--- src/rtl/mbs_pkg.sv ---
package mbs_pkg;
   typedef enum logic [2:0] {
      K_INTA  = 3'b000,
      K_IORD  = 3'b001,
      K_IOWR  = 3'b010,
      K_HALT  = 3'b011,
      K_FETCH = 3'b100,
      K_MRD   = 3'b101,
      K_MWR   = 3'b110,
      K_NONE  = 3'b111
   } bus_kind_e;

   typedef enum logic [2:0] {S_TI, S_T1, S_T2, S_T3, S_TW, S_T4} tstate_e;

   function automatic logic kind_is_write(input bus_kind_e k);
      return (k == K_IOWR) || (k == K_MWR);
   endfunction

   function automatic logic kind_is_rdstrobe(input bus_kind_e k);
      return (k == K_IORD) || (k == K_MRD) || (k == K_FETCH);
   endfunction

   function automatic logic kind_is_mem(input bus_kind_e k);
      return k[2] && (k != K_NONE);
   endfunction

   function automatic logic kind_has_den(input bus_kind_e k);
      return (k != K_HALT) && (k != K_NONE);
   endfunction

   function automatic logic kind_captures(input bus_kind_e k);
      return kind_is_rdstrobe(k) || (k == K_INTA);
   endfunction
endpackage

--- src/rtl/mbs_lane_steer.sv ---
module mbs_lane_steer #(
   parameter int ADDR_W = 20,
   parameter int DATA_W = 16
) (
   input  logic [ADDR_W-1:0] base_addr,
   input  logic              word,
   input  logic              second,
   input  logic [DATA_W-1:0] wdata,
   input  logic [DATA_W-1:0] ad_in,
   output logic [ADDR_W-1:0] eff_addr,
   output logic              full_word,
   output logic              bhe_n,
   output logic [DATA_W-1:0] wr_bus,
   output logic [DATA_W/2-1:0] rd_byte
);
   localparam int LANE_W = DATA_W / 2;

   logic [LANE_W-1:0] byte_out;

   always_comb begin
      eff_addr  = base_addr + (second ? ADDR_W'(1) : ADDR_W'(0));
      full_word = word && !base_addr[0];
      bhe_n     = full_word ? 1'b0 : !eff_addr[0];
      byte_out  = second ? wdata[DATA_W-1:LANE_W] : wdata[LANE_W-1:0];
      wr_bus    = full_word ? wdata : {byte_out, byte_out};
      rd_byte   = eff_addr[0] ? ad_in[DATA_W-1:LANE_W] : ad_in[LANE_W-1:0];
   end
endmodule

--- src/rtl/mbs_den_gen.sv ---
module mbs_den_gen #(
   parameter bit MID_EDGE = 1'b1
) (
   input  logic clk,
   input  logic rst_n,
   input  logic busy,
   input  logic early,
   output logic den_n
);
   generate
      if (MID_EDGE) begin : g_mid
         logic mid_q;
         always_ff @(negedge clk or negedge rst_n) begin
            if (!rst_n) mid_q <= 1'b0;
            else        mid_q <= busy;
         end
         assign den_n = ~(early ? (busy | mid_q) : mid_q);
      end else begin : g_full
         logic late_q;
         always_ff @(posedge clk or negedge rst_n) begin
            if (!rst_n) late_q <= 1'b0;
            else        late_q <= busy;
         end
         assign den_n = ~(early ? (busy | late_q) : late_q);
      end
   endgenerate
endmodule

--- src/rtl/mbs_fsm.sv ---
module mbs_fsm
   import mbs_pkg::*;
#(
   parameter int ADDR_W = 20,
   parameter int DATA_W = 16,
   parameter int SEG_W  = 2
) (
   input  logic              clk,
   input  logic              rst_n,
   input  logic              req_valid,
   input  logic [2:0]        req_kind,
   input  logic [ADDR_W-1:0] req_addr,
   input  logic              req_word,
   input  logic [DATA_W-1:0] req_wdata,
   input  logic [SEG_W-1:0]  req_seg,
   input  logic              req_lock,
   input  logic              ready,
   input  logic              full_word,
   input  logic [DATA_W/2-1:0] rd_byte,
   input  logic [DATA_W-1:0] ad_in,
   output tstate_e           st,
   output bus_kind_e         cur_kind,
   output logic [ADDR_W-1:0] cur_addr,
   output logic              cur_word,
   output logic [DATA_W-1:0] cur_wdata,
   output logic [SEG_W-1:0]  cur_seg,
   output logic              cur_lock,
   output logic              second,
   output logic              first_of_two,
   output logic              done,
   output logic [DATA_W-1:0] rdata
);
   localparam int LANE_W = DATA_W / 2;

   logic split;

   assign split        = cur_word && cur_addr[0];
   assign first_of_two = split && !second;
   assign done         = (st == S_T4) && !first_of_two;

   always_ff @(posedge clk or negedge rst_n) begin
      if (!rst_n) begin
         st        <= S_TI;
         cur_kind  <= K_NONE;
         cur_addr  <= '0;
         cur_word  <= 1'b0;
         cur_wdata <= '0;
         cur_seg   <= '0;
         cur_lock  <= 1'b0;
         second    <= 1'b0;
         rdata     <= '0;
      end else begin
         case (st)
            S_TI: if (req_valid) begin
               cur_kind  <= bus_kind_e'(req_kind);
               cur_addr  <= req_addr;
               cur_word  <= req_word;
               cur_wdata <= req_wdata;
               cur_seg   <= req_seg;
               cur_lock  <= req_lock;
               second    <= 1'b0;
               st        <= S_T1;
            end
            S_T1: st <= S_T2;
            S_T2: st <= S_T3;
            S_T3, S_TW: begin
               if (ready) begin
                  st <= S_T4;
                  if (kind_captures(cur_kind)) begin
                     if (full_word)    rdata <= ad_in;
                     else if (!second) rdata <= {{LANE_W{1'b0}}, rd_byte};
                     else              rdata[DATA_W-1:LANE_W] <= rd_byte;
                  end
               end else begin
                  st <= S_TW;
               end
            end
            S_T4: begin
               if (first_of_two) begin
                  second <= 1'b1;
                  st     <= S_T1;
               end else begin
                  st <= S_TI;
               end
            end
            default: st <= S_TI;
         endcase
      end
   end

   // a request must carry a real cycle kind
   a_r6_kind_legal: assert property (@(posedge clk) disable iff (!rst_n)
      (st == S_TI && req_valid) |-> (req_kind != 3'b111));

   // the second half of a split word starts straight after the first
   a_r8_split_follow: assert property (@(posedge clk) disable iff (!rst_n)
      (st == S_T4 && first_of_two) |=> (st == S_T1 && second));

   // a wait clock only follows a low ready
   a_r1_wait_needs_low: assert property (@(posedge clk) disable iff (!rst_n)
      (st == S_T3 && !ready) |=> (st == S_TW));
endmodule

--- src/rtl/muxbus_cycle_seq.sv ---
module muxbus_cycle_seq
   import mbs_pkg::*;
#(
   parameter int ADDR_W   = 20,
   parameter int DATA_W   = 16,
   parameter int SEG_W    = 2,
   parameter bit DEN_MID  = 1'b1,
   localparam int HI_W    = ADDR_W - DATA_W
) (
   input  logic              clk,
   input  logic              rst_n,
   input  logic              req_valid,
   input  logic [2:0]        req_kind,
   input  logic [ADDR_W-1:0] req_addr,
   input  logic              req_word,
   input  logic [DATA_W-1:0] req_wdata,
   input  logic [SEG_W-1:0]  req_seg,
   input  logic              req_lock,
   output logic              done,
   output logic [DATA_W-1:0] rdata,
   output logic [DATA_W-1:0] ad_out,
   output logic              ad_oe,
   input  logic [DATA_W-1:0] ad_in,
   output logic [HI_W-1:0]   a_hi,
   output logic              ale,
   output logic              rd_n,
   output logic              wr_n,
   output logic              inta_n,
   output logic              dt_r,
   output logic              m_io,
   output logic              den_n,
   output logic [2:0]        bus_status,
   output logic              bhe_n,
   output logic              lock_n,
   input  logic              ready
);
   generate
      if (DATA_W != 16) begin : g_bad_data
         $error("muxbus_cycle_seq: DATA_W must be 16 (two byte lanes)");
      end
      if (HI_W < SEG_W) begin : g_bad_hi
         $error("muxbus_cycle_seq: upper address lines too few for segment tag");
      end
   endgenerate

   tstate_e              st;
   bus_kind_e            cur_kind, rq_kind;
   logic [ADDR_W-1:0]    cur_addr, eff_addr;
   logic                 cur_word, cur_lock, second, first_of_two, full_word, lane_bhe_n;
   logic [DATA_W-1:0]    cur_wdata, wr_bus;
   logic [SEG_W-1:0]     cur_seg;
   logic [DATA_W/2-1:0]  rd_byte;
   logic                 strobe_win, den_busy, den_early;

   assign rq_kind = bus_kind_e'(req_kind);

   mbs_fsm #(.ADDR_W(ADDR_W), .DATA_W(DATA_W), .SEG_W(SEG_W)) u_fsm (
      .clk(clk), .rst_n(rst_n), .req_valid(req_valid), .req_kind(req_kind),
      .req_addr(req_addr), .req_word(req_word), .req_wdata(req_wdata),
      .req_seg(req_seg), .req_lock(req_lock), .ready(ready),
      .full_word(full_word), .rd_byte(rd_byte), .ad_in(ad_in),
      .st(st), .cur_kind(cur_kind), .cur_addr(cur_addr), .cur_word(cur_word),
      .cur_wdata(cur_wdata), .cur_seg(cur_seg), .cur_lock(cur_lock),
      .second(second), .first_of_two(first_of_two), .done(done), .rdata(rdata)
   );

   mbs_lane_steer #(.ADDR_W(ADDR_W), .DATA_W(DATA_W)) u_steer (
      .base_addr(cur_addr), .word(cur_word), .second(second), .wdata(cur_wdata),
      .ad_in(ad_in), .eff_addr(eff_addr), .full_word(full_word),
      .bhe_n(lane_bhe_n), .wr_bus(wr_bus), .rd_byte(rd_byte)
   );

   assign strobe_win = (st == S_T2) || (st == S_T3) || (st == S_TW);
   assign den_busy   = strobe_win && kind_has_den(cur_kind);
   assign den_early  = kind_is_write(cur_kind);

   mbs_den_gen #(.MID_EDGE(DEN_MID)) u_den (
      .clk(clk), .rst_n(rst_n), .busy(den_busy), .early(den_early), .den_n(den_n)
   );

   always_comb begin
      ale        = 1'b0;
      rd_n       = 1'b1;
      wr_n       = 1'b1;
      inta_n     = 1'b1;
      ad_oe      = 1'b0;
      ad_out     = '0;
      a_hi       = '0;
      bus_status = K_NONE;
      m_io       = 1'b0;
      dt_r       = 1'b0;
      bhe_n      = 1'b1;
      lock_n     = 1'b1;
      if (st == S_TI) begin
         if (req_valid) begin
            bus_status = rq_kind;
            m_io       = kind_is_mem(rq_kind);
            dt_r       = kind_is_write(rq_kind);
         end
      end else begin
         m_io   = kind_is_mem(cur_kind);
         dt_r   = kind_is_write(cur_kind);
         bhe_n  = lane_bhe_n;
         lock_n = !cur_lock;
         if (st == S_T1) begin
            ale        = 1'b1;
            bus_status = cur_kind;
            ad_oe      = 1'b1;
            ad_out     = eff_addr[DATA_W-1:0];
            a_hi       = kind_is_mem(cur_kind) ? eff_addr[ADDR_W-1:DATA_W] : '0;
         end else begin
            a_hi   = HI_W'(cur_seg);
            ad_oe  = kind_is_write(cur_kind);
            ad_out = kind_is_write(cur_kind) ? wr_bus : '0;
            case (st)
               S_T2:       bus_status = cur_kind;
               S_T3, S_TW: bus_status = ready ? K_NONE : cur_kind;
               default:    bus_status = first_of_two ? cur_kind : K_NONE;
            endcase
         end
         if (strobe_win) begin
            rd_n   = !kind_is_rdstrobe(cur_kind);
            wr_n   = !kind_is_write(cur_kind);
            inta_n = !(cur_kind == K_INTA);
         end
      end
   end

   // the latch strobe lasts one clock
   a_r2_ale_single: assert property (@(posedge clk) disable iff (!rst_n)
      ale |=> !ale);

   // never more than one strobe at a time, and none during T1
   a_r3_strobe_excl: assert property (@(posedge clk) disable iff (!rst_n)
      $countones({~rd_n, ~wr_n, ~inta_n}) <= 1);
   a_r3_quiet_t1: assert property (@(posedge clk) disable iff (!rst_n)
      ale |-> (rd_n && wr_n && inta_n));

   // a read strobe is always covered by the transceiver enable
   a_r4_rd_has_den: assert property (@(posedge clk) disable iff (!rst_n)
      !rd_n |-> !den_n);

   // a cycle never opens with a passive status
   a_r6_status_t1: assert property (@(posedge clk) disable iff (!rst_n)
      ale |-> (bus_status != 3'b111));

   // completion is a single-clock pulse
   a_r11_done_pulse: assert property (@(posedge clk) disable iff (!rst_n)
      done |=> !done);

   // the lock persists until the request completes
   a_r12_lock_hold: assert property (@(posedge clk) disable iff (!rst_n)
      (!lock_n && !done) |=> !lock_n);
endmodule

--- config.mk ---
export PLATFORM = sky130hd
export DESIGN_NAME = muxbus_cycle_seq
export DESIGN_NICKNAME = d
export VERILOG_FILES = /design/src/rtl/mbs_pkg.sv /design/src/rtl/mbs_lane_steer.sv /design/src/rtl/mbs_den_gen.sv /design/src/rtl/mbs_fsm.sv /design/src/rtl/muxbus_cycle_seq.sv
export SDC_FILE = /design/constraint.sdc
export NUM_CORES = 1
export LEC_CHECK = 0
export ABC_AREA = 1
export CAP_MARGIN = 25
export CORE_UTILIZATION = 33
export DETAILED_ROUTE_END_ITERATION = 10
export PLACE_DENSITY_LB_ADDON = 0.25
export SLEW_MARGIN = 20
export SYNTH_ARGS = -nofsm -noshare
export SYNTH_HDL_FRONTEND = slang
export SYNTH_SLANG_ARGS = --single-unit
--- constraint.sdc ---
create_clock -name clk -period 2.7 [get_ports clk]
set_input_delay 0.54 -clock clk [delete_from_list [all_inputs] [get_ports clk]]
set_output_delay 0.54 -clock clk [all_outputs]
set_load 0.1 [all_outputs]
* After elaboration in Yosys (flattened, before gate mapping) *
Cells that the tools add are included.

cells by class
  bitwise operators = 2
  muxes and demuxes = 44
  add/subtract/negate cells = 1
  reductions and logical operators = 31
  equality and inequality tests = 18

operators by type and width
  kind                                                             count
  16-bit 2-to-1 mux                                                5
  8-bit 2-to-1 mux                                                 4
  1-bit 2-to-1 mux                                                 23
  20-bit adder                                                     1
  3-bit == test, second input constant                             6
  3-bit 2-to-1 mux                                                 6
  3-bit case mux with 5 select lines                               1
  3-bit by 2-bit == test with 1-bit output, second input constant  4
  4-bit 2-to-1 mux                                                 3
  1-bit logical AND                                                8
  1-bit logical NOT                                                8
  1-bit logical OR                                                 7
  3-bit by 1-bit == test with 1-bit output, second input constant  2
  3-bit logical NOT                                                2
  2-bit != test, second input constant                             3
  3-bit != test, second input constant                             2
  3-bit case mux with 2 select lines                               1
  3-bit AND reduction                                              2
  4-bit AND reduction                                              1
  3-bit by 2-bit != test with 1-bit output, second input constant  1
  1-bit case mux with 2 select lines                               1
  2-bit AND reduction                                              1
  2-bit nonzero test                                               1
  2-bit OR reduction                                               1
  other kinds (2)                                                  2

word-level totals
  register bits = 64
  word-level logic and storage cells = 107
  bits of input ports = 63
  output and inout bits = 50

* Depth between registers and ports, before layout *
  word-level depth = 7
  gate-level depth with buffers = 10
  depth with buffers taken out = 10

* Hierarchy *
From an unflattened synthesis, not the netlist that was laid out.

second synthesis, totals
  cells, all modules = 616
  area total of the unflattened synthesis = 4226.6 um^2

modules (own cells, without submodules)
  module            times used  cells each  area each (um^2)  sequential area each (um^2)
  mbs_fsm           1           327         2725.1            1580.3
  mbs_lane_steer    1           168         920.9             0.0
  muxbus_cycle_seq  1           119         546.8             0.0
  mbs_den_gen       1           2           33.8              25.0

==> impl_metrics.py <==
metrics = {
    "synthesis": {
        "ys_seq_area_share_pct": 42.20,
        "synth_area_sq_mm": 0.003804,
        "syn_inst": 542,
        "synth-edff-count": 0,
        "synth_area_per_cell_sq_um": 7.018,
        "synthesis.nets": 607,
        "yosysWarnings": 0,
        "ys_types": 38,
        "synth_ff_type": "dfrtp_1",
        "postSynth.asyncResetShare_pct": 100.0,
        "synth-seq-cells": 64,
    },
    "cells_and_area": {
        "final_common_cell": "nand2_1",
        "fin_area_sq_mm": 0.005992,
        "area_delta_synth_final_pct": 57.53,
        "layout.nets": 726,
        "nFillCells": 1040,
        "stdcell_count": 806,
        "drive_gt1_share_pct": 23.42,
        "n_antenna_cell": 0,
        "multi_input_area_sq_mm": 0.002166,
        "final_cell_mix": "nand2_1, clkdlybuf4s50_1, o21ai_0, dfrtp_1, inv_1",
        "seq_area_sq_mm": 0.001607,
    },
    "routing": {
        "vias": 3960,
        "drt_wl_total_mm": 11.49,
        "wl_per_cell_um": 14.26,
        "drt-initial-drc-count": 255,
        "first_pass_iters": 5,
        "drc": 0,
        "antenna_left": 0,
        "vias_per_cell": 4.913,
    },
    "critical_path": {
        "critPathLaunchType": "flip-flop",
        "cp_slowest_stage_delay_ns": 0.35,
        "endpoint_kind": "output pin",
        "r2r_start": "u_fsm.st[1]$_DFFE_PN0P_",
        "crit_start": "u_den.g_mid.mid_q$_DFF_NN0_",
        "cp_num_buf_inv": 1,
        "crit_chain": "a21oi_4, buf_12",
        "critical_path.endpoint": "den_n",
        "critPathTopFamily": "flip-flops",
        "timing.critical_path.slowest_stage_cell": "dfrtn_1",
        "rr_endpoint": "u_den.g_mid.mid_q$_DFF_NN0_",
        "rrSetupSlack_ns": 0.15,
        "critPathArrivalTime_ns": 2.36,
        "crit_cells": 2,
        "critPathMaxFanout": 1,
        "reg2regPathDepth": 5,
        "required_ns": 2.16,
        "critical_path_class": "flip-flop to output pin",
    },
    "die": {
        "die_x_um": 109.4,
        "dieArea_sq_mm": 0.01196,
        "num_rows": 38,
        "coreArea_sq_mm": 0.01103,
        "io_pins": 113,
        "start_util_pct": 34.48,
        "chipHeight_um": 109.4,
    },
    "timing": {
        "rsz0062_at_grt": "yes",
        "final.setup.worst_slack_ns": -0.1982,
        "worst_pin_slew_ns": 0.7950,
        "hold_violations": 0,
        "finClkSkew_ns": 0.01207,
        "setup_viol": 1,
        "max_slew_margin_pct": 47.00,
        "slew_viol_final": 0,
    },
    "placed_design": {
        "place_congestion": 0.9199,
        "dp_cells": 783,
        "dp_slack_ns": 0.1486,
        "postPlaceCellArea_sq_mm": 0.005529,
        "dp_hpwl_mm": 8.783,
        "port_buffers": 112,
    },
    "global_route": {
        "grt_start_max_net_pins": 64,
        "grt_overflow": 0,
        "grt_use_total_pct": 20.40,
        "first_global_vias": 3864,
        "grt_pass1_wl_mm": 18.55,
        "antenna_found_initial": 0,
    },
    "clock_tree": {
        "clkSinkCount": 64,
        "ctsHtreeMaxLevel": 3,
        "hold_buffers": 0,
        "clk_pin_slew_ns": 0.05,
        "tritoncts": "done",
        "numCtsBuffers": 9,
        "root_buffer": "clkbuf_16",
        "insertion_delay_ns": 0.33,
        "clk_path_buf_depth": 2,
    },
    "run": {
        "max_cap_violations": 0,
    },
    "outcome": {
        "outcome": "finished with violations",
        "failed_checks": "negative setup slack",
    },
    "min_path": {
        "hold_path_class": "input pin to asynchronous set/reset pin",
    },
}
-- synth_stat cells, drive strengths merged (2+ instances only) --
cell    count  area, sq um
nor3        4        25.02
inv        51        191.4
buf        11        68.81
nor2       45        205.2
nand3      21        105.1
o22ai       7        43.79
nand2     192        733.2
clkbuf     12        45.04
dfstp       3        78.83
a21oi      28        140.1
o21bai      2        15.01
dfrtp      60         1501
a31oi       5        31.28
nand4       4        25.02
ha          2        25.02
xor2        3        26.28
a211oi      2        15.01
o21ai      82        447.9
-- through the flow --
| step | utilization [%] | setup TNS (ns) | hold WS, ns |
|---|---|---|---|
| 2_1_floorplan | - | -1.725 | 0.2444 |
| 3_3_place_gp | 50.12 | 0 | 0.4550 |
| 3_5_place_dp | 50.12 | 0 | 0.4637 |
| 4_1_cts | 52.97 | -0.2030 | 0.4759 |
| 5_1_grt | 54.32 | -0.2345 | 0.5065 |
| 6_report | 54.32 | -0.1982 | 0.4653 |
-- flip-flops by register name (all words and copies together), names as in the netlist --
name / count
u_fsm.cur_kind: 3
u_fsm.cur_addr: 20
u_fsm.cur_word: 1
u_fsm.cur_lock: 1
u_fsm.rdata: 16
u_fsm.cur_wdata: 16
u_fsm.st: 3
u_den.g_mid.mid_q: 1
u_fsm.second: 1
u_fsm.cur_seg: 2
-- routing by layer --
layer / up-vias / routed length [um] / track usage, %
li1: 1993 / - / -
met1: 1823 / 5243 / 27.78
met2: 123 / 5336 / 32.52
met3: 21 / 659 / 2.905
met4: 0 / 251 / 8.476
met5: - / 0 / 0
-- worst min-delay path by stage --
stage	start	to
detailed placement	u_fsm.cur_lock$_DFFE_PN0P_	u_fsm.cur_lock$_DFFE_PN0P_
finish	rst_n	u_fsm.rdata[2]$_DFFE_PN0P_
CTS	u_fsm.cur_lock$_DFFE_PN0P_	u_fsm.cur_lock$_DFFE_PN0P_
floorplan	rst_n	u_fsm.cur_addr[0]$_DFFE_PN0P_
global placement	u_fsm.cur_lock$_DFFE_PN0P_	u_fsm.cur_lock$_DFFE_PN0P_
global route	u_fsm.rdata[2]$_DFFE_PN0P_	u_fsm.rdata[2]$_DFFE_PN0P_
-- area by class of cell --
type                    instances  area share, %
multi-input cells             404          36.15
well taps                     140          2.923
clock buffers                  16          4.698
repair buffers                131          26.08
flip-flops and latches         64          26.81
inverters                      51          3.341
-- kinds of logic (layout without fill, tap and decap cells) --
group / count (synthesis) / count (layout) / synth area share (%)
and+or+nand+nor: 269 / 269 / 29.28
AOI/OAI and AO/OA: 128 / 128 / 18.65
buffers and inverters: 74 / 198 / 8.026
DFF: 64 / 64 / 42.20
xor gates and xnor gates: 4 / 4 / 0.9212
adders and majority gates: 2 / 2 / 0.6578
muxes: 1 / 1 / 0.2632
-- what timing repair did --
action | CTS | global route
resized for setup | 5 | 37
hold endpoints to repair | 0 | 0
buffers inserted | 3 | 4
endpoints found under the setup margin | 11 | 18
pin swaps | 1 | 5
Power is not shown: default switching activity piles up to over one toggle a cycle in this logic, so the estimate is an artifact.
